File: config.mk
export PLATFORM = sky130hd
export DESIGN_NAME = sram_tst
export DESIGN_NICKNAME = d
export VERILOG_FILES = /design/src/rtl/sram_tst_pkg.sv /design/src/rtl/sram_tst_timer.sv /design/src/rtl/sram_tst_step_rom.sv /design/src/rtl/sram_tst_cmp.sv /design/src/rtl/sram_tst.sv
export SDC_FILE = /design/constraint.sdc
export NUM_CORES = 1
export LEC_CHECK = 0
export ABC_AREA = 1
export BUFFER_PORTS_ARGS = -buffer_cell sky130_fd_sc_hd__buf_2
export CAP_MARGIN = 15
export CORE_MARGIN = 3
export CORE_UTILIZATION = 45
export DETAILED_ROUTE_END_ITERATION = 10
export PLACE_DENSITY = 0.69
export SLEW_MARGIN = 0
export SYNTH_ARGS = -nofsm -noshare
export SYNTH_HDL_FRONTEND = slang
export SYNTH_SLANG_ARGS = --single-unit
File: constraint.sdc
create_clock -name clk_i -period 4.5 [get_ports clk_i]
set_input_delay 0.225 -clock clk_i [delete_from_list [all_inputs] [get_ports clk_i]]
set_output_delay 0.225 -clock clk_i [all_outputs]
set_load 0.02 [all_outputs]
File: src/rtl/sram_tst_pkg.sv
package sram_tst_pkg;
  localparam int ADDR_W     = 11;
  localparam int DATA_W     = 8;
  localparam int PAT_LEN    = ADDR_W + 1;
  localparam int BIT_STEPS  = 4 * DATA_W;
  localparam int PASS_STEPS = 2 * PAT_LEN;
  localparam int CS_BASE    = BIT_STEPS + 2 * PASS_STEPS;
  localparam int OE_BASE    = CS_BASE + 3;
  localparam int NUM_STEPS  = OE_BASE + 2;
  localparam int STEP_W     = $clog2(NUM_STEPS);

  typedef enum logic [1:0] {OP_WR, OP_RD, OP_WR_NOCS, OP_RD_NOOE} op_kind_e;
  typedef enum logic [1:0] {PH_ADDR, PH_DATA, PH_REST} phase_e;
  typedef enum logic [1:0] {ST_IDLE, ST_RUN, ST_DONE} state_e;

  typedef struct packed {
    op_kind_e            kind;
    logic [ADDR_W-1:0]   addr;
    logic [DATA_W-1:0]   data;
    logic [DATA_W-1:0]   mask;
  } op_t;

  function automatic logic [DATA_W-1:0] pat_first(int k);
    case (k)
      0: return 8'h00;  1: return 8'h11;  2: return 8'h33;  3: return 8'h77;
      4: return 8'hFF;  5: return 8'hE7;  6: return 8'hC3;  7: return 8'h81;
      8: return 8'hA5;  9: return 8'h24; 10: return 8'h66; 11: return 8'h5A;
      default: return 8'h00;
    endcase
  endfunction

  function automatic logic [DATA_W-1:0] pat_second(int k);
    case (k)
      0: return 8'hFF;  1: return 8'hE7;  2: return 8'hC3;  3: return 8'h81;
      4: return 8'h00;  5: return 8'h11;  6: return 8'h33;  7: return 8'h77;
      8: return 8'h5A;  9: return 8'hDB; 10: return 8'h99; 11: return 8'hA5;
      default: return 8'h00;
    endcase
  endfunction

  function automatic logic [ADDR_W-1:0] therm(int k);
    logic [ADDR_W:0] t;
    t = ((ADDR_W+1)'(1) << k) - (ADDR_W+1)'(1);
    return t[ADDR_W-1:0];
  endfunction

  function automatic op_t decode_step(logic [STEP_W-1:0] s);
    op_t o;
    int  i, r, k;
    i      = int'(s);
    o.kind = OP_WR;
    o.addr = '0;
    o.data = '0;
    o.mask = '1;
    if (i < BIT_STEPS) begin
      o.mask = DATA_W'(1) << (i / 4);
      o.kind = (i % 2 == 1) ? OP_RD : OP_WR;
      o.data = ((i / 2) % 2 == 1) ? o.mask : '0;
    end else if (i < CS_BASE) begin
      r      = i - BIT_STEPS;
      k      = r % PAT_LEN;
      o.addr = therm(k);
      o.kind = ((r / PAT_LEN) % 2 == 1) ? OP_RD : OP_WR;
      o.data = (r >= PASS_STEPS) ? pat_second(k) : pat_first(k);
    end else begin
      case (i - CS_BASE)
        0:       o.kind = OP_WR;
        1:       begin o.kind = OP_WR_NOCS; o.data = 8'hAA; end
        2:       o.kind = OP_RD;
        3:       o.kind = OP_WR;
        default: begin o.kind = OP_RD_NOOE; o.data = '1; end
      endcase
    end
    return o;
  endfunction
endpackage

File: src/rtl/sram_tst_timer.sv
module sram_tst_timer #(
  parameter int CYC_CLKS    = 50,
  parameter int SAMPLE_CLKS = 37
) (
  input  logic clk_i,
  input  logic rst_ni,
  input  logic clear_i,
  input  logic run_i,
  output logic last_o,
  output logic sample_o
);
  localparam int CNT_W = $clog2(CYC_CLKS + 1);
  localparam logic [CNT_W-1:0] LAST_CNT = CNT_W'(CYC_CLKS - 1);
  localparam logic [CNT_W-1:0] SMP_CNT  = CNT_W'(SAMPLE_CLKS - 1);

  logic [CNT_W-1:0] cnt_q;

  assign last_o   = run_i && (cnt_q == LAST_CNT);
  assign sample_o = run_i && (cnt_q == SMP_CNT);

  always_ff @(posedge clk_i or negedge rst_ni) begin
    if (!rst_ni)      cnt_q <= '0;
    else if (clear_i) cnt_q <= '0;
    else if (run_i)   cnt_q <= last_o ? '0 : cnt_q + CNT_W'(1);
  end
endmodule

File: src/rtl/sram_tst_step_rom.sv
module sram_tst_step_rom
  import sram_tst_pkg::*;
(
  input  logic [STEP_W-1:0] step_i,
  output op_t               op_o
);
  assign op_o = decode_step(step_i);
endmodule

File: src/rtl/sram_tst_cmp.sv
module sram_tst_cmp #(
  parameter int DATA_W = 8,
  parameter int STEP_W = 7
) (
  input  logic              clk_i,
  input  logic              rst_ni,
  input  logic              clear_i,
  input  logic              sample_i,
  input  logic [STEP_W-1:0] step_i,
  input  logic [DATA_W-1:0] exp_i,
  input  logic [DATA_W-1:0] mask_i,
  input  logic [DATA_W-1:0] data_i,
  output logic              miss_o,
  output logic              fail_o,
  output logic [STEP_W-1:0] fail_step_o,
  output logic [DATA_W-1:0] fail_exp_o,
  output logic [DATA_W-1:0] fail_got_o
);
  assign miss_o = sample_i && (((data_i ^ exp_i) & mask_i) != '0);

  always_ff @(posedge clk_i or negedge rst_ni) begin
    if (!rst_ni) begin
      fail_o      <= 1'b0;
      fail_step_o <= '0;
      fail_exp_o  <= '0;
      fail_got_o  <= '0;
    end else if (clear_i) begin
      fail_o      <= 1'b0;
      fail_step_o <= '0;
      fail_exp_o  <= '0;
      fail_got_o  <= '0;
    end else if (miss_o) begin
      fail_o      <= 1'b1;
      fail_step_o <= step_i;
      fail_exp_o  <= exp_i & mask_i;
      fail_got_o  <= data_i & mask_i;
    end
  end
endmodule

File: src/rtl/sram_tst.sv
module sram_tst
  import sram_tst_pkg::*;
#(
  parameter int CYC_CLKS    = 50,
  parameter int SAMPLE_CLKS = 37
) (
  input  logic              clk_i,
  input  logic              rst_ni,
  input  logic              start_i,
  output logic [ADDR_W-1:0] addr_o,
  output logic [DATA_W-1:0] data_o,
  output logic [DATA_W-1:0] data_oe_o,
  input  logic [DATA_W-1:0] data_i,
  output logic              ce_no,
  output logic              we_no,
  output logic              oe_no,
  output logic              done_o,
  output logic              fail_o,
  output logic [STEP_W-1:0] fail_step_o,
  output logic [DATA_W-1:0] fail_exp_o,
  output logic [DATA_W-1:0] fail_got_o
);
  localparam logic [STEP_W-1:0] LAST_STEP = STEP_W'(NUM_STEPS - 1);

  state_e            state_q;
  phase_e            phase_q;
  logic [STEP_W-1:0] step_q;
  op_t               op;
  logic              running, start_ok, is_rd, tick_last, tick_smp;
  logic              sample_rd, miss, op_end;

  assign running  = (state_q == ST_RUN);
  assign start_ok = start_i && !running;
  assign is_rd    = (op.kind == OP_RD) || (op.kind == OP_RD_NOOE);

  sram_tst_timer #(
    .CYC_CLKS   (CYC_CLKS),
    .SAMPLE_CLKS(SAMPLE_CLKS)
  ) u_timer (
    .clk_i   (clk_i),
    .rst_ni  (rst_ni),
    .clear_i (start_ok),
    .run_i   (running),
    .last_o  (tick_last),
    .sample_o(tick_smp)
  );

  sram_tst_step_rom u_rom (
    .step_i(step_q),
    .op_o  (op)
  );

  assign sample_rd = running && (phase_q == PH_DATA) && is_rd && tick_smp;

  sram_tst_cmp #(
    .DATA_W(DATA_W),
    .STEP_W(STEP_W)
  ) u_cmp (
    .clk_i      (clk_i),
    .rst_ni     (rst_ni),
    .clear_i    (start_ok),
    .sample_i   (sample_rd),
    .step_i     (step_q),
    .exp_i      (op.data),
    .mask_i     (op.mask),
    .data_i     (data_i),
    .miss_o     (miss),
    .fail_o     (fail_o),
    .fail_step_o(fail_step_o),
    .fail_exp_o (fail_exp_o),
    .fail_got_o (fail_got_o)
  );

  // a read ends after its data phase, a write after its rest phase
  assign op_end = tick_last &&
                  (((phase_q == PH_DATA) && is_rd) || (phase_q == PH_REST));

  always_ff @(posedge clk_i or negedge rst_ni) begin
    if (!rst_ni) begin
      state_q <= ST_IDLE;
      phase_q <= PH_ADDR;
      step_q  <= '0;
    end else if (start_ok) begin
      state_q <= ST_RUN;
      phase_q <= PH_ADDR;
      step_q  <= '0;
    end else if (running) begin
      if (miss) begin
        state_q <= ST_DONE;
      end else if (op_end) begin
        phase_q <= PH_ADDR;
        if (step_q == LAST_STEP) state_q <= ST_DONE;
        else                     step_q  <= step_q + STEP_W'(1);
      end else if (tick_last) begin
        phase_q <= (phase_q == PH_ADDR) ? PH_DATA : PH_REST;
      end
    end
  end

  always_comb begin
    ce_no     = 1'b1;
    we_no     = 1'b1;
    oe_no     = 1'b0;
    data_oe_o = '0;
    data_o    = '0;
    addr_o    = '0;
    if (running) begin
      addr_o = op.addr;
      if (phase_q != PH_REST) begin
        unique case (op.kind)
          OP_WR, OP_WR_NOCS: begin
            ce_no = (op.kind == OP_WR_NOCS);
            oe_no = 1'b1;
            if (phase_q == PH_DATA) begin
              we_no     = 1'b0;
              data_oe_o = op.mask;
              data_o    = op.data & op.mask;
            end
          end
          OP_RD, OP_RD_NOOE: begin
            ce_no = 1'b0;
            oe_no = (op.kind == OP_RD_NOOE);
          end
          default: ;
        endcase
      end
    end
  end

  assign done_o = (state_q == ST_DONE);
endmodule

# ---- After elaboration in Yosys (flattened, before gate mapping)
# Memories as Yosys holds them, arrays and structs flattened.
# Index checks and enable logic that the tools add are counted.
dict set report classes {
  addsub 5
  n_mul 0
  div_mod_pow 2
  magnitude_cmp 3
  n_eq_ne 17
  shifts 2
  muxes 61
  bitwise_logic 5
  n_reduce_logical 30
}
# op count
set op_table {}
lappend op_table {{8-bit 2-to-1 mux} 19}
lappend op_table {{32-bit by 2-bit == test with 1-bit output, second input constant} 2}
lappend op_table {{7-bit 2-to-1 mux} 7}
lappend op_table {{11-bit 2-to-1 mux} 3}
lappend op_table {{32-bit by 5-bit divider with 32-bit output, second input constant} 1}
lappend op_table {{32-bit by 1-bit == test with 1-bit output, second input constant} 1}
lappend op_table {{32-bit by 6-bit greater-or-equal comparator with 1-bit output, second input constant} 1}
lappend op_table {{32-bit logical NOT} 1}
lappend op_table {{32-bit by 5-bit remainder unit with 32-bit output, second input constant} 1}
lappend op_table {{1-bit by 32-bit left shift with 11-bit output, first input constant} 1}
lappend op_table {{28-bit logical NOT} 1}
lappend op_table {{2-bit 2-to-1 mux} 13}
lappend op_table {{8-bit bitwise AND} 3}
lappend op_table {{6-bit 2-to-1 mux} 3}
lappend op_table {{8-bit case mux with 2 select lines} 1}
lappend op_table {{6-bit == test, second input constant} 2}
lappend op_table {{1-bit 2-to-1 mux} 12}
lappend op_table {{11-bit by 2-bit subtractor with 11-bit output, second input constant} 1}
lappend op_table {{2-bit == test, second input constant} 5}
lappend op_table {{1-bit logical AND} 9}
lappend op_table {{3-bit nonzero test} 3}
lappend op_table {{8-bit nonzero test} 1}
lappend op_table {{1-bit by 5-bit left shift with 8-bit output, first input constant} 1}
lappend op_table {{7-bit by 6-bit subtractor with 8-bit output, second input constant} 1}
lappend op_table {{other kinds (20)} 32}
dict set report totals {
  ff_bits 41
  latchBits 0
  mem_bits_rw 0
  romBits 256
  inputBits 11
  output_inout_bits 55
  elab_cells 135
  n_memories 2
}
# name words word_bits read_ports rd_ports_with_merged_regs wr line_no
set mem_list {}
lappend mem_list {{(no name shown)} 16 8 1 0 0 sram_tst_pkg.sv:33} ;# case (k)
lappend mem_list {{(no name shown)} 16 8 1 0 0 sram_tst_pkg.sv:24} ;# case (k)

# ---- Depth between registers and ports, before layout
# Gate-level depths: netlist of the first run.
dict set report logic_depth {
  word_depth 16
  depth_mapped 45
  mapped_depth_nobuf 41
}

# ---- Hierarchy
# A second synthesis of the first run with hierarchy kept.
dict set report unflattened {
  hier_cells 764
  hier_area_um2 4814.6
}
# module instances cells_per_inst area_per_inst_um2 seq_area_each_um2
set by_module_without_submodules {}
lappend by_module_without_submodules {sram_tst_step_rom 1 380 1990.7 0.0}
lappend by_module_without_submodules {sram_tst_cmp 1 171 1417.6 600.6}
lappend by_module_without_submodules {sram_tst 1 157 1004.7 275.3}
lappend by_module_without_submodules {sram_tst_timer 1 56 401.6 150.1}

# ---- Least setup slack after synthesis of the first run
# Ideal clock, no wire load.
dict set report synth_timing {
  kind {register to output}
  from {register step_q[5]}
  to {output addr_o[8]}
  arrival_time_ns 4.388
  required_time_ns 4.275
  setup_slack_ns -0.113
  stages_incl_launch_ff 33
  path_cell_list {dfrtp_1 > clkinv_1 > ha_1 > nand2_1 > nor2_1 > nand2_2 > a311oi_2 > inv_1 > nand2_1 > nand2_1 > o21bai_1 > nand2_1 > nand3_1 > nand3_2 > nand2_1 > nand2_1 > nand2_2 > inv_1 > nand3_1 > nand2_1 > inv_2 > nand2_1 > o21ai_2 > inv_1 > nor2_1 > inv_1 > nor2_1 > nand2_1 > ha_1 > nand2_1 > a21oi_1 > xor2_1 > nor2_1}
}
dict set report synth_between {
  elab_chain_cells 7
  word_cells_on_any_way 9
  classes_between {add/sub: 2; div: 1; order compare: 2; shift: 1; mux: 3}
}
# element line_no
set synth_lines {}
lappend synth_lines {{start: declaration} sram_tst.sv:27} ;# logic [STEP_W-1:0] step_q;
lappend synth_lines {{start signal: assignment} sram_tst.sv:93} ;# else step_q <= step_q + STEP_W'(1);
lappend synth_lines {{7-bit by 6-bit subtractor with 8-bit output} sram_tst_pkg.sv:60} ;# r = i - BIT_STEPS;
lappend synth_lines {{32-bit by 5-bit remainder unit with 32-bit output} sram_tst_pkg.sv:61} ;# k = r % PAT_LEN;
lappend synth_lines {{1-bit by 32-bit left shift with 11-bit output} sram_tst_pkg.sv:43} ;# t = ((ADDR_W+1)'(1) << k) - (ADDR_W+1)'(1);
lappend synth_lines {{11-bit by 2-bit subtractor with 11-bit output} sram_tst_pkg.sv:43}
lappend synth_lines {{11-bit 2-to-1 mux} sram_tst_pkg.sv:59} ;# end else if (i < CS_BASE) begin
lappend synth_lines {{11-bit 2-to-1 mux (*)} sram_tst_pkg.sv:55} ;# if (i < BIT_STEPS) begin
lappend synth_lines {{11-bit 2-to-1 mux (*)} sram_tst.sv:107} ;# if (running) begin
lappend synth_lines {{end: declaration} sram_tst.sv:10} ;# output logic [ADDR_W-1:0] addr_o,
# Every way passes the cells marked *; elsewhere a longest branch is shown, timed or not.

# ---- Worst setup path in the final report of the first run
dict set report layout_timing {
  from {register step_q[5]}
  to {register u_cmp.fail_exp_o[7]}
}
dict set report layout_between {
  elab_chain_cells 13
  word_cells_on_any_way 44
  classes_between {add/sub: 2; div: 2; order compare: 3; eq/ne: 6; shift: 1; mux: 14; bitwise: 4; reduce/logical: 10; memory: 2}
}
# element line_no
set layout_lines {}
lappend layout_lines {{branches (longest 13 deep; another with 32-bit by 5-bit remainder unit with 32-bit output)} n/a}
lappend layout_lines {{end signal: assignment} sram_tst_cmp.sv:35} ;# fail_exp_o <= exp_i & mask_i;
lappend layout_lines {{end: declaration} sram_tst_cmp.sv:16} ;# output logic [DATA_W-1:0] fail_exp_o,
# Parallel ways; which one is timed is not known. The select of a mux whose other input is x is not followed.
# A chain may end at the register's enable or synchronous reset.

==> results list, run 1 <==
- The run finished, with violations left.
- The checks that failed: negative setup slack.
- In the final routed layout, each cell accounts on average for roughly 15 um.
- Asr flop ratio synth: between 90% and 100%
- Normalized max-slew margin: between 30% and 40%
- # diodes: 0
- Using the TritonRoute via totals, the vias-per-cell ratio works out to approximately 5.5.
- Across the run, the number of max-cap violations was 0.
- Input and output buffers added on the ports amount to 65.
* Leading post-synthesis cells by cell area: sky130_fd_sc_hd__dfrtp_1, sky130_fd_sc_hd__nand2_1, sky130_fd_sc_hd__nand3_1, sky130_fd_sc_hd__inv_1, sky130_fd_sc_hd__ha_1
* TritonCTS clock tree: done
* Total Routed Length: about 13000 um
- Global-route usage over all layers: between 20% and 30%
- Setup TNS: -4090 ps
- In this run the count of I/O pins placed on the die edge is 66.
- Number of violations reported at the end of detailed-routing iteration 0: 294
* Starting Density: a little under half
* Number of antenna violations at the first check in global routing: 0
- With fillers left out, the area of the finished cells amounts to 5450 um2.
- The count of final hold-check violations was 0.
- Static leakage: about 2.8 nW
- The setup path with the least slack is of type reg -> reg.
- Top-area cell type share of the netlist area: between 20% and 30%
* Chip width: between 90 and 100 um
- Post-route clock skew: 8.45 ps
- Setup violations remaining at the end of the flow were counted as 32.
* Worst-margin pin slew: between 900 and 1000 ps
- The worst hold path belongs to the class in -> async.
- Signal arrival time at the worst endpoint: between 4000 and 5000 ps
- The completed layout was analyzed and its total power is roughly 4.3 mW.
- Cell count after synthesis: approximately 610
* Warning count from the yosys run: 0
- Subtracting the final worst setup slack from the clock period gives around 4700 ps.
* PD cells: 782 nW/um2
- Across the VDD grid, the largest voltage drop is about 0.00053 V.
* Clock network latency to the later pin of the worst-skew pair: roughly 300 ps
- The cell sitting at the root of the clock tree is a sky130_fd_sc_hd__clkbuf_8.
- The tree built by TritonCTS fans out to 41 sinks.
- Measured along the y axis, the die boundary spans ~100 um.
* Placer congestion estimate: 0.941
- In the finished design, the share of the clock period the worst path needs comes to 104%.
- Library cell appearing most often on the critical path: sky130_fd_sc_hd__nand2_2
- Derived from the worst setup path, the maximum achievable clock frequency is 0.213 GHz.
* Number of detailed-routing iterations run before antenna repair: 5
* CTS HTree Levels: 2
* Post-Synthesis Mean Instance Area: 6.37 um2
- Once detail routing completed, the nets flagged for antenna violations numbered 0.
* CP max FO: 8
* Pre-CTS setup slack: -106 ps
* Via count of the first global-routing pass: around 4200
* Growth of design area from synthesis to finish: 39.7%
- In this run the deepest clock path goes through 2 buffers.
- The core region is between 8000 and 9000 um2.
- In the final design database the tool counted roughly 760 nets.
- The synthesized design spends more area on one cell type than any other, namely sky130_fd_sc_hd__dfrtp_1.
* Largest net degree at the start of global routing: 42
- The worst setup path is captured at a flop.
* Fin worst setup slack: -185 ps
- Setup repair after global routing could not meet its margin everywhere.
* Placement Rows: 33
- Startpoint class of the critical path: flop
- In this run, synthesis inferred 0 flip-flops with an integrated enable.
- Clock input transition at the sequential cells of the worst setup and hold paths: roughly 80 ps
- The first global-routing pass estimated between 15000 and 20000 um of wire.
- Max-slew violation total from the final report: 0
* Predominant post-synthesis flop cell: sky130_fd_sc_hd__dfrtp_1
- Required @ worst endpoint: about 4700 ps
* Remaining Overflow, GRT: 0
- Slowest cell delay on critical path: around 440 ps
- The filler cells instantiated in the layout total slightly above 700.
- Share of cells above drive strength 1: between 30 and 40%
- Worst hold margin: roughly 62 ps
- Die Area: just under 10000 um2
- Total placed instance area: about 4600 um2
* DRC viols: 0
* HPWL Detailed: around 8700 um
- In this run, distinct cell masters in the synthesized netlist total 42.
* Number of register bits inferred by synthesis: 41
- The number of nets handed over by synthesis was ~640.
- Share of the yosys chip area belonging to registers: 26.3%
- Syn Std Cell Area: around 3900 um2
- Among all stages on the critical path, the largest delay is contributed by sky130_fd_sc_hd__dfrtp_1.
- Via count: approximately 4600
- Number of clock buffers inserted by TritonCTS: 5
-- report_power, final --
part	switching [mW]	internal, mW	total (mW)
Combinational	2.21	1.32	3.53
Sequential	0.0307	0.403	0.434
Clock	0.130	0.161	0.292
-- cell type report --
type / instances / area, um2 / share of cell area [%]
multi-input combinational: 477 / 2890 / 53.0
sequential: 41 / 1030 / 18.8
timing repair buffer: 130 / 986 / 18.1
inverter: 79 / 310 / 5.70
tap: 105 / 131 / 2.41
clock buffer: 5 / 68.8 / 1.26
clock inverter: 2 / 35.0 / 0.643
-- placed cells by master, fill, tap and decap left out, types with 14 or more instances in the layout --
cell / synthesis / layout
sky130_fd_sc_hd__a21oi_1: 25 / 22
sky130_fd_sc_hd__ha_1: 19 / 14
sky130_fd_sc_hd__nand2_1: 164 / 137
sky130_fd_sc_hd__nand3_2: 12 / 17
sky130_fd_sc_hd__nor3_1: 21 / 19
sky130_fd_sc_hd__inv_1: 68 / 63
sky130_fd_sc_hd__nand3_1: 77 / 67
sky130_fd_sc_hd__o21ai_0: 27 / 15
sky130_fd_sc_hd__buf_4: 2 / 62
sky130_fd_sc_hd__dfrtp_1: 41 / 41
sky130_fd_sc_hd__buf_2: 6 / 52
sky130_fd_sc_hd__o21ai_1: 14 / 24
sky130_fd_sc_hd__nand2_2: 7 / 24
sky130_fd_sc_hd__nor2_1: 62 / 47
-- synth_stat cells, types with 5 or more instances --
cell	count
sky130_fd_sc_hd__nand2_1	164
sky130_fd_sc_hd__nand3_1	77
sky130_fd_sc_hd__inv_1	68
sky130_fd_sc_hd__nor2_1	62
sky130_fd_sc_hd__dfrtp_1	41
sky130_fd_sc_hd__o21ai_0	27
sky130_fd_sc_hd__a21oi_1	25
sky130_fd_sc_hd__nor3_1	21
sky130_fd_sc_hd__ha_1	19
sky130_fd_sc_hd__o21ai_1	14
sky130_fd_sc_hd__nand3_2	12
sky130_fd_sc_hd__nand2_2	7
sky130_fd_sc_hd__buf_2	6
sky130_fd_sc_hd__inv_2	6
sky130_fd_sc_hd__xor2_1	6
sky130_fd_sc_hd__nand4_1	5
-- logic make-up (layout without fill, tap and decap cells) --
logic type | Yosys count | in the layout | share of synthesized area (%)
and+or+nand+nor | 363 | 364 | 42.6
buffers and inverters | 95 | 216 | 10.4
AOI/OAI and AO/OA | 84 | 84 | 12.3
DFF | 41 | 41 | 26.3
adders and majority gates | 19 | 19 | 6.10
xor gates and xnor gates | 10 | 10 | 2.25
-- routing by layer --
metal	vias to the layer above	wire length (um)	track usage, %
met5	-	0	0
met4	0	111	4.20
met3	13	631	3.75
met2	133	6250	40.0
met1	2181	5630	31.2
li1	2252	-	-
-- metrics by stage --
stage	utilization [%]	std cells
6_report	65.6	839
5_1_grt	65.6	839
4_1_cts	58.7	823
3_5_place_dp	55.2	805
3_3_place_gp	55.2	805
2_1_floorplan	-	612
-- repair_timing --
action / 4_1_cts / 5_1_grt
resized for setup: 29 / 106
setup buffers: 11 / 8
gates cloned: 0 / 8
pin swaps: 11 / 39
setup endpoints to repair: 34 / 60
hold buffers: 0 / 0
-- flip-flops by register name, summed over array words and instances, names as in the netlist --
name	cells
u_cmp.fail_exp_o	8
u_cmp.fail_got_o	8
step_q	7
u_cmp.fail_step_o	7
u_timer.cnt_q	6
phase_q	2
state_q	2
u_cmp.fail_o	1
-- worst paths after layout --
kind                                  endpoint  depth (start not counted)    startpoint  slack, ps
max                        u_cmp.fail_exp_o[7]                         36     step_q[5]       -190
min reg2reg                       u_cmp.fail_o                          2  u_cmp.fail_o        480
min                           u_timer.cnt_q[5]                          1        rst_ni         60
min in group clk_i         u_cmp.fail_got_o[7]                          3     data_i[7]        200
max reg2reg                u_cmp.fail_exp_o[7]                         36     step_q[5]       -190
max in group asynchronous            step_q[0]                          1        rst_ni       3840
-- critical path: cells and delay by family (launching register included) --
kind,cells,cell delay (ps)
buffers and inverters,5,670
AND/OR/NAND/NOR,26,2670
flip-flops,1,440
adder cells (fa/ha/maj),1,190
AO/OA/AOI/OAI,4,620
Note: power is estimated with default switching activity, not from simulation.
==> inputs of run 2 (changes only) <==
--- a/config.mk
+++ b/config.mk
@@ -7,7 +7,7 @@
 export LEC_CHECK = 0
 export ABC_AREA = 1
 export BUFFER_PORTS_ARGS = -buffer_cell sky130_fd_sc_hd__buf_2
-export CAP_MARGIN = 15
+export CAP_MARGIN = 20
 export CORE_MARGIN = 3
 export CORE_UTILIZATION = 45
 export DETAILED_ROUTE_END_ITERATION = 10
==> constraint.sdc (replaced) <==
create_clock -name clk_i -period 4.5 [get_ports clk_i]
set_input_delay 0.45 -clock clk_i [delete_from_list [all_inputs] [get_ports clk_i]]
set_output_delay 0.45 -clock clk_i [all_outputs]
set_load 0.02 [all_outputs]
==> results list, run 2 (synthesis results as in run 1) <==
* Clock network latency to the later pin of the worst-skew pair: 300 ps (about the same)
- Worst setup path class: reg -> out
- Worst-margin pin slew: 914 ps (-14.5 ps)
- The library cell used most frequently in the layout, excluding fill and tap cells, is sky130_fd_sc_hd__nand2_1.
- The final worst slack came to -303 ps (-118 ps).
* Chip width: 99.1 um (unchanged)
- The required time of the critical path is 4050 ps (-670 ps).
- The run finished, with violations left.
* Total placed instance area: 4620 um2 (+0.85%)
- Post-route clock skew: 6.66 ps (-1.79 ps)
- Wire length of the first global-routing pass: 19800 um (+3.5%)
- The number of maximum-capacitance violations was 0 (unchanged).
* Max rail drop VDD: 0.000578 V (+8.5%)
- Largest net degree at the start of global routing: 42 (unchanged)
- The time the final worst path needs with I/O delays and setup was 4800 ps (+118 ps).
* Static leakage: 2.86 nW (+2.9%)
* Placement Rows: 33 (unchanged)
- Global-route usage over all layers: 24.5% (+1.1 points)
* CP max FO: 5 (-3)
- The ratio of final minimum period to clock period was 107% (+2.6 points).
- Most frequent cells in the layout: sky130_fd_sc_hd__nand2_1, sky130_fd_sc_hd__buf_4, sky130_fd_sc_hd__nand3_1
* Non-filler instance count after layout: 849 (+1.2%)
* Number of nets with antenna violations after routing: 0 (unchanged)
- Tracing the worst setup path back leads to its startpoint at step_q[5].
- DRC viols: 0 (unchanged)
* Startpoint class of the critical path: flop
- Compared with the post-synthesis result, the final layout area differs by 44.0%.
* Die height: 99.1 um (unchanged)
- The floorplan core area is 8300 um2 (unchanged).
- The initial detailed-routing violation count came to 266 (-9.5%).
* Worst reg2reg path startpoint: step_q[5]
- The total number of vias was 4635 (+1.2%).
- The residual overflow from global routing was 0 (unchanged).
* Number of port buffers: 65 (unchanged)
* TritonCTS clock tree: done
- Kind of path behind the tightest hold check: in -> async
- Nets: 773 (+1.2%)
* Regs by FF count: u_cmp.fail_exp_o: 8 flops, u_cmp.fail_got_o: 8 flops
- Share of cells above drive strength 1: 37.6% (+3.6 points)
- The number of global-route vias before repair is 4227 (+0.57%).
* Highest achievable clock rate: 0.208 GHz (-2.4%)
- The detailed-placement wirelength estimate came to 9020 um (+3.3%).
- The core occupancy in the finished layout came to 67.6% (+2.0 points).
- Root buffer selected by CTS: sky130_fd_sc_hd__clkbuf_8
- # diodes: 0 (unchanged)
* Drt wl/cell: 15.4 um (+2.4%)
- Hold-fix buffer count after cts: 0 (unchanged)
* Signal arrival time at the worst endpoint: 4350 ps (-560 ps)
- Normalized max-slew margin: 39.1% (+1.4 points)
* Die Area: 9820 um2 (unchanged)
- The total of fill cells in the finished design came to 720 (+0.28%).
* Cells after DPL: 805 (unchanged)
- Number of antenna violations at the first check in global routing: 0 (unchanged)
- The initial standard-cell utilization of the core came to 47.0% (unchanged).
- The final count of pins violating max slew came to 0 (unchanged).
- The clock slew seen by the registers of the worst setup and hold paths was 80 ps (about the same).
- The final-report setup violation count is 42 (+31%).
- The detailed-route vias per instance is 5.46 (about the same).
* Number of clock buffers inserted by TritonCTS: 5 (unchanged)
- The delay contributed by the slowest stage of the critical path came to 420 ps (-20 ps).
- Worst setup EP type: primary output
- The total power per unit cell area is 885 nW/um2 (+13%).
* Fin. Hold Viols: 0 (unchanged)
- The number of sinks handled by clock tree synthesis was 41 (unchanged).
- The global placement routability congestion came to 0.934 (-0.66%).
* Setup TNS: -7490 ps (-3400 ps)
* IO Count: 66 (unchanged)
- The checks that failed: negative setup slack.
- Buffers from clock root to sink, at most: 2 (unchanged)
- CTS HTree Levels: 2 (unchanged)
- The power consumption came to 4.97 mW (+17%).
- Unrepaired setup endpoints after global routing: yes
* Total Routed Length: 13100 um (+3.6%)
* Number of detailed-routing iterations run before antenna repair: 5 (unchanged)
* Summed area of non-filler cells in the final layout: 5610 um2 (+3.1%)
* Slowest-stage cell, CP: sky130_fd_sc_hd__dfrtp_2
==> run 2: cell types whose count changed in the layout (fill, tap and decap cells not counted), sizes merged <==
| cell | before | now |
|---|---|---|
| buf | 126 | 137 |
| inv | 77 | 76 |
==> run 2: layout make-up <==
type / instances / area (um2) / share of cell area, %
sequential: 41 / 1030 / 18.3
clock inverter: 1 / 30.0 / 0.535
multi-input combinational: 477 / 2990 / 53.3
inverter: 79 / 317 / 5.64
clock buffer: 7 / 86.3 / 1.54
tap: 105 / 131 / 2.34
timing repair buffer: 139 / 1030 / 18.3
==> run 2: where the power goes <==
group          switching, mW  leakage (nW)  internal (mW)
logic                   2.53          2.25           1.69
registers             0.0300         0.558          0.404
clock network          0.130        0.0585          0.181
total                   2.69          2.86           2.28
==> run 2: worst max-delay path, delay by kind of cell, from the launching register on <==
family                   cells  cell delay, ps
buffers and inverters        5             510
adder cells (fa/ha/maj)      2             550
AO/OA/AOI/OAI                4             790
AND/OR/NAND/NOR             19            1790
flip-flops                   1             420
==> run 2: metrics by stage <==
step | hold slack, ps | worst slack [ps]
after floorplan | 154 | 1.76
after detailed placement | 478 | -133
after CTS | 315 | -122
final | 275 | -303
after global routing | 335 | -638
after global placement | 459 | 31.6
==> run 2: path summary, 6_finish.rpt <==
| kind | end | slack (ps) | cells past startpoint |
|---|---|---|---|
| hold reg to reg | u_cmp.fail_o | 490 | 2 |
| min in group clk_i | u_cmp.fail_got_o[7] | 430 | 3 |
| setup reg to reg | u_cmp.fail_exp_o[6] | -190 | 38 |
| hold / removal | u_timer.cnt_q[2] | 270 | 1 |
| setup / recovery | data_o[5] | -300 | 30 |
| max in group asynchronous | step_q[5] | 3570 | 1 |
==> run 2: layer usage <==
layer	vias to the layer above	track usage (%)	routed length, um
met2	160	42.5	6650
met3	16	3.04	733
met4	0	4.73	155
met5	-	0	0
li1	2272	-	-
met1	2187	32.7	5530
==> run 2: what timing repair did <==
action                                  CTS  global route
resized for setup                        74            80
gates cloned                              0             3
endpoints found under the setup margin   44            58
setup buffers                            16            18
endpoints found under the hold margin     0             0
pin swaps                                26            43
==> inputs of run 3 (changes only) <==
--- a/config.mk
+++ b/config.mk
@@ -8,9 +8,11 @@
 export ABC_AREA = 1
 export BUFFER_PORTS_ARGS = -buffer_cell sky130_fd_sc_hd__buf_2
 export CAP_MARGIN = 20
+export CORE_ASPECT_RATIO = 1.5
 export CORE_MARGIN = 3
 export CORE_UTILIZATION = 45
 export DETAILED_ROUTE_END_ITERATION = 10
+export HOLD_SLACK_MARGIN = 0.15
 export PLACE_DENSITY = 0.69
 export SLEW_MARGIN = 0
 export SYNTH_ARGS = -nofsm -noshare
==> results list, run 3 (synthesis results as in run 1) <==
- The maximum level of the CTS H-tree came to 2 (unchanged).
* Highest achievable clock rate: 0.201 GHz (-3.6%)
* Number of clock buffers inserted by TritonCTS: 5 (unchanged)
- Setup violation total in the final timing report: 44 (+4.8%)
* Clock input transition at the sequential cells of the worst setup and hold paths: 60 ps (-20 ps)
- Clock network latency to the later pin of the worst-skew pair: 290 ps (about the same)
- Growth of design area from synthesis to finish: 49.7%
- Starting Density: 46.3% (-0.64 points)
- CP max FO: 4 (-1)
- The overall die area is 9840 um2 (+0.24%).
- The number of routed nets with antenna violations was 0 (unchanged).
- Unrepaired setup endpoints after global routing: yes
- Worst reg2reg path startpoint: step_q[1]
* Most common cell after layout, fill and taps aside: sky130_fd_sc_hd__nand2_1
* Via count of the first global-routing pass: 4511 (+6.7%)
* Number of detailed-routing iterations run before antenna repair: 5 (unchanged)
- Root buffer selected by CTS: sky130_fd_sc_hd__clkbuf_16
* End of the worst register-to-register path: u_cmp.fail_exp_o[2]
* Normalized max-slew margin: 36.7% (-2.4 points)
* Final standard cell utilization of the core: 69.4% (+1.7 points)
* Signal arrival time at the worst endpoint: 4530 ps (+180 ps)
- Number of port buffers: 65 (unchanged)
* Global-route usage over all layers: 25.4% (+0.99 points)
* Clock Sink Count: 41 (unchanged)
- The final setup TNS was -16030 ps (-8550 ps).
- Placer congestion estimate: 0.908 (-2.8%)
- Number of antenna violations at the first check in global routing: 0 (unchanged)
* Register-to-Register Path Depth: 38 (unchanged)
- The delay contributed by the slowest stage of the critical path was 410 ps (about the same).
- The number of maximum-capacitance violations came to 0 (unchanged).
- The number of nets in the layout is 786 (+1.7%).
- The count of final hold-check violations was 0 (unchanged).
- The final count of pins violating max slew is 0 (unchanged).
- Std-Cell Core Area: 8410 um2 (+1.4%)
* Largest net degree at the start of global routing: 42 (unchanged)
* Kind of path behind the tightest hold check: in -> async
- IO Count: 66 (unchanged)
- The total number of vias was 4794 (+3.4%).
* Worst setup EP type: primary output
- Max rail drop VDD: 0.000938 V (+62%)
- The wire length of the first global-routing pass came to 20200 um (+1.9%).
- Buffers from clock root to sink, at most: 2 (unchanged)
- The total power per unit cell area was 906 nW/um2 (+2.3%).
* Library cell appearing most often on the critical path: sky130_fd_sc_hd__nand2_2
* Worst hold margin: 303 ps (+27.7 ps)
- Chip width: 82 um (-17%)
* Final worst-path cycle share: 111% (+4.0 points)
- The routed wire length is 13600 um (+4.3%).
- FILL cells: 680 (-5.6%)
- The flow ran to the end, but the final reports show violations.
* Pre-CTS setup slack: -161 ps (-28.4 ps)
- Worst setup path class: reg -> out
* Via count normalized by instance count: 5.55 (+1.6%)
- The slowest stage of the critical path is the sky130_fd_sc_hd__dfrtp_1 cell.
* DRC viols: 0 (unchanged)
- The number of core rows is 41 (+24%).
* # diodes: 0 (unchanged)
- The time the final worst path needs with I/O delays and setup is 4980 ps (+181 ps).
- The vertical die dimension was 120 um (+21%).
- The detailed-placement wirelength estimate came to 8910 um (-1.3%).
- TritonCTS clock tree: done
- Startpoint class of the critical path: flop
- Register-to-register path setup slack: -450 ps (-260 ps)
- The final worst clock skew is 4.75 ps (-1.91 ps).
- The checks that failed: negative setup slack.
- The slew of the pin with the lowest slew margin is 949 ps (+35.3 ps).
- Share of cells above drive strength 1: 39.1% (+1.5 points)
- Total placed instance area: 4660 um2 (+0.81%)
- The per-cell routed wire length is 15.8 um (+2.5%).
* Remaining Overflow, GRT: 0 (unchanged)
- Hold-fix buffer count after cts: 0 (unchanged)
* Summed area of non-filler cells in the final layout: 5840 um2 (+4.0%)
* Fin worst setup slack: -485 ps (-181 ps)
* Required @ worst endpoint: 4050 ps (about the same)
* Most frequent cells in the layout: sky130_fd_sc_hd__nand2_1, sky130_fd_sc_hd__buf_4, sky130_fd_sc_hd__nand3_1
- The static leakage power is 2.94 nW (+2.8%).
- The largest registers in the layout are u_cmp.fail_exp_o: 8 flops, u_cmp.fail_got_o: 8 flops.
- Number of violations reported at the end of detailed-routing iteration 0: 418 (+57%)
[run 3: final cells by class]
type / instances / area, um2 / share of cell area (%)
well taps: 107 / 134 / 2.29
clock buffers: 7 / 143 / 2.44
repair buffers: 152 / 1180 / 20.3
multi-input cells: 477 / 3000 / 51.4
flip-flops and latches: 41 / 1030 / 17.6
inverters: 79 / 319 / 5.47
clock inverters: 1 / 30.0 / 0.514
[run 3: worst max-delay path by stage]
stage                               end  cells after the start      start
floorplan                     addr_o[8]                     34  step_q[0]
global placement              addr_o[8]                     33  step_q[0]
detailed placement            addr_o[8]                     31  step_q[0]
CTS                          addr_o[10]                     34  step_q[1]
global route        u_cmp.fail_exp_o[2]                     38  step_q[5]
finish                        addr_o[8]                     31  step_q[1]
[run 3: what timing repair did]
action                     4_1_cts  5_1_grt
cloned                           0        6
hold endpoints to repair         0        0
buffers inserted                27       16
gates resized for setup         69       82
setup endpoints to repair       43       58
pin swaps                       33       31
[run 3: power breakdown]
part           switching, mW  total [mW]  internal (mW)
registers             0.0312       0.436          0.405
logic                   2.57        4.42           1.85
clock network          0.152       0.429          0.277
total                   2.75        5.29           2.54
[run 3: worst max-delay path: cells and delay by family (launching register included)]
kind / cells / cell delay (ps)
AO/OA/AOI/OAI: 6 / 1110
flip-flops: 1 / 410
XOR/XNOR: 1 / 180
adder cells (fa/ha/maj): 1 / 170
AND/OR/NAND/NOR: 17 / 1780
buffers and inverters: 6 / 590
[run 3: metrics by stage]
stage	cells	power, mW
4_1_cts	844	4.44
6_report	864	5.29
2_1_floorplan	612	2.56
5_1_grt	864	5.66
3_3_place_gp	810	3.35
3_5_place_dp	810	3.39
[run 3: layer usage]
metal  GRT usage, %  wire (um)
met4           10.5        474
met1           29.1       5090
met3           2.48        623
met5              0          0
met2           46.4       7440
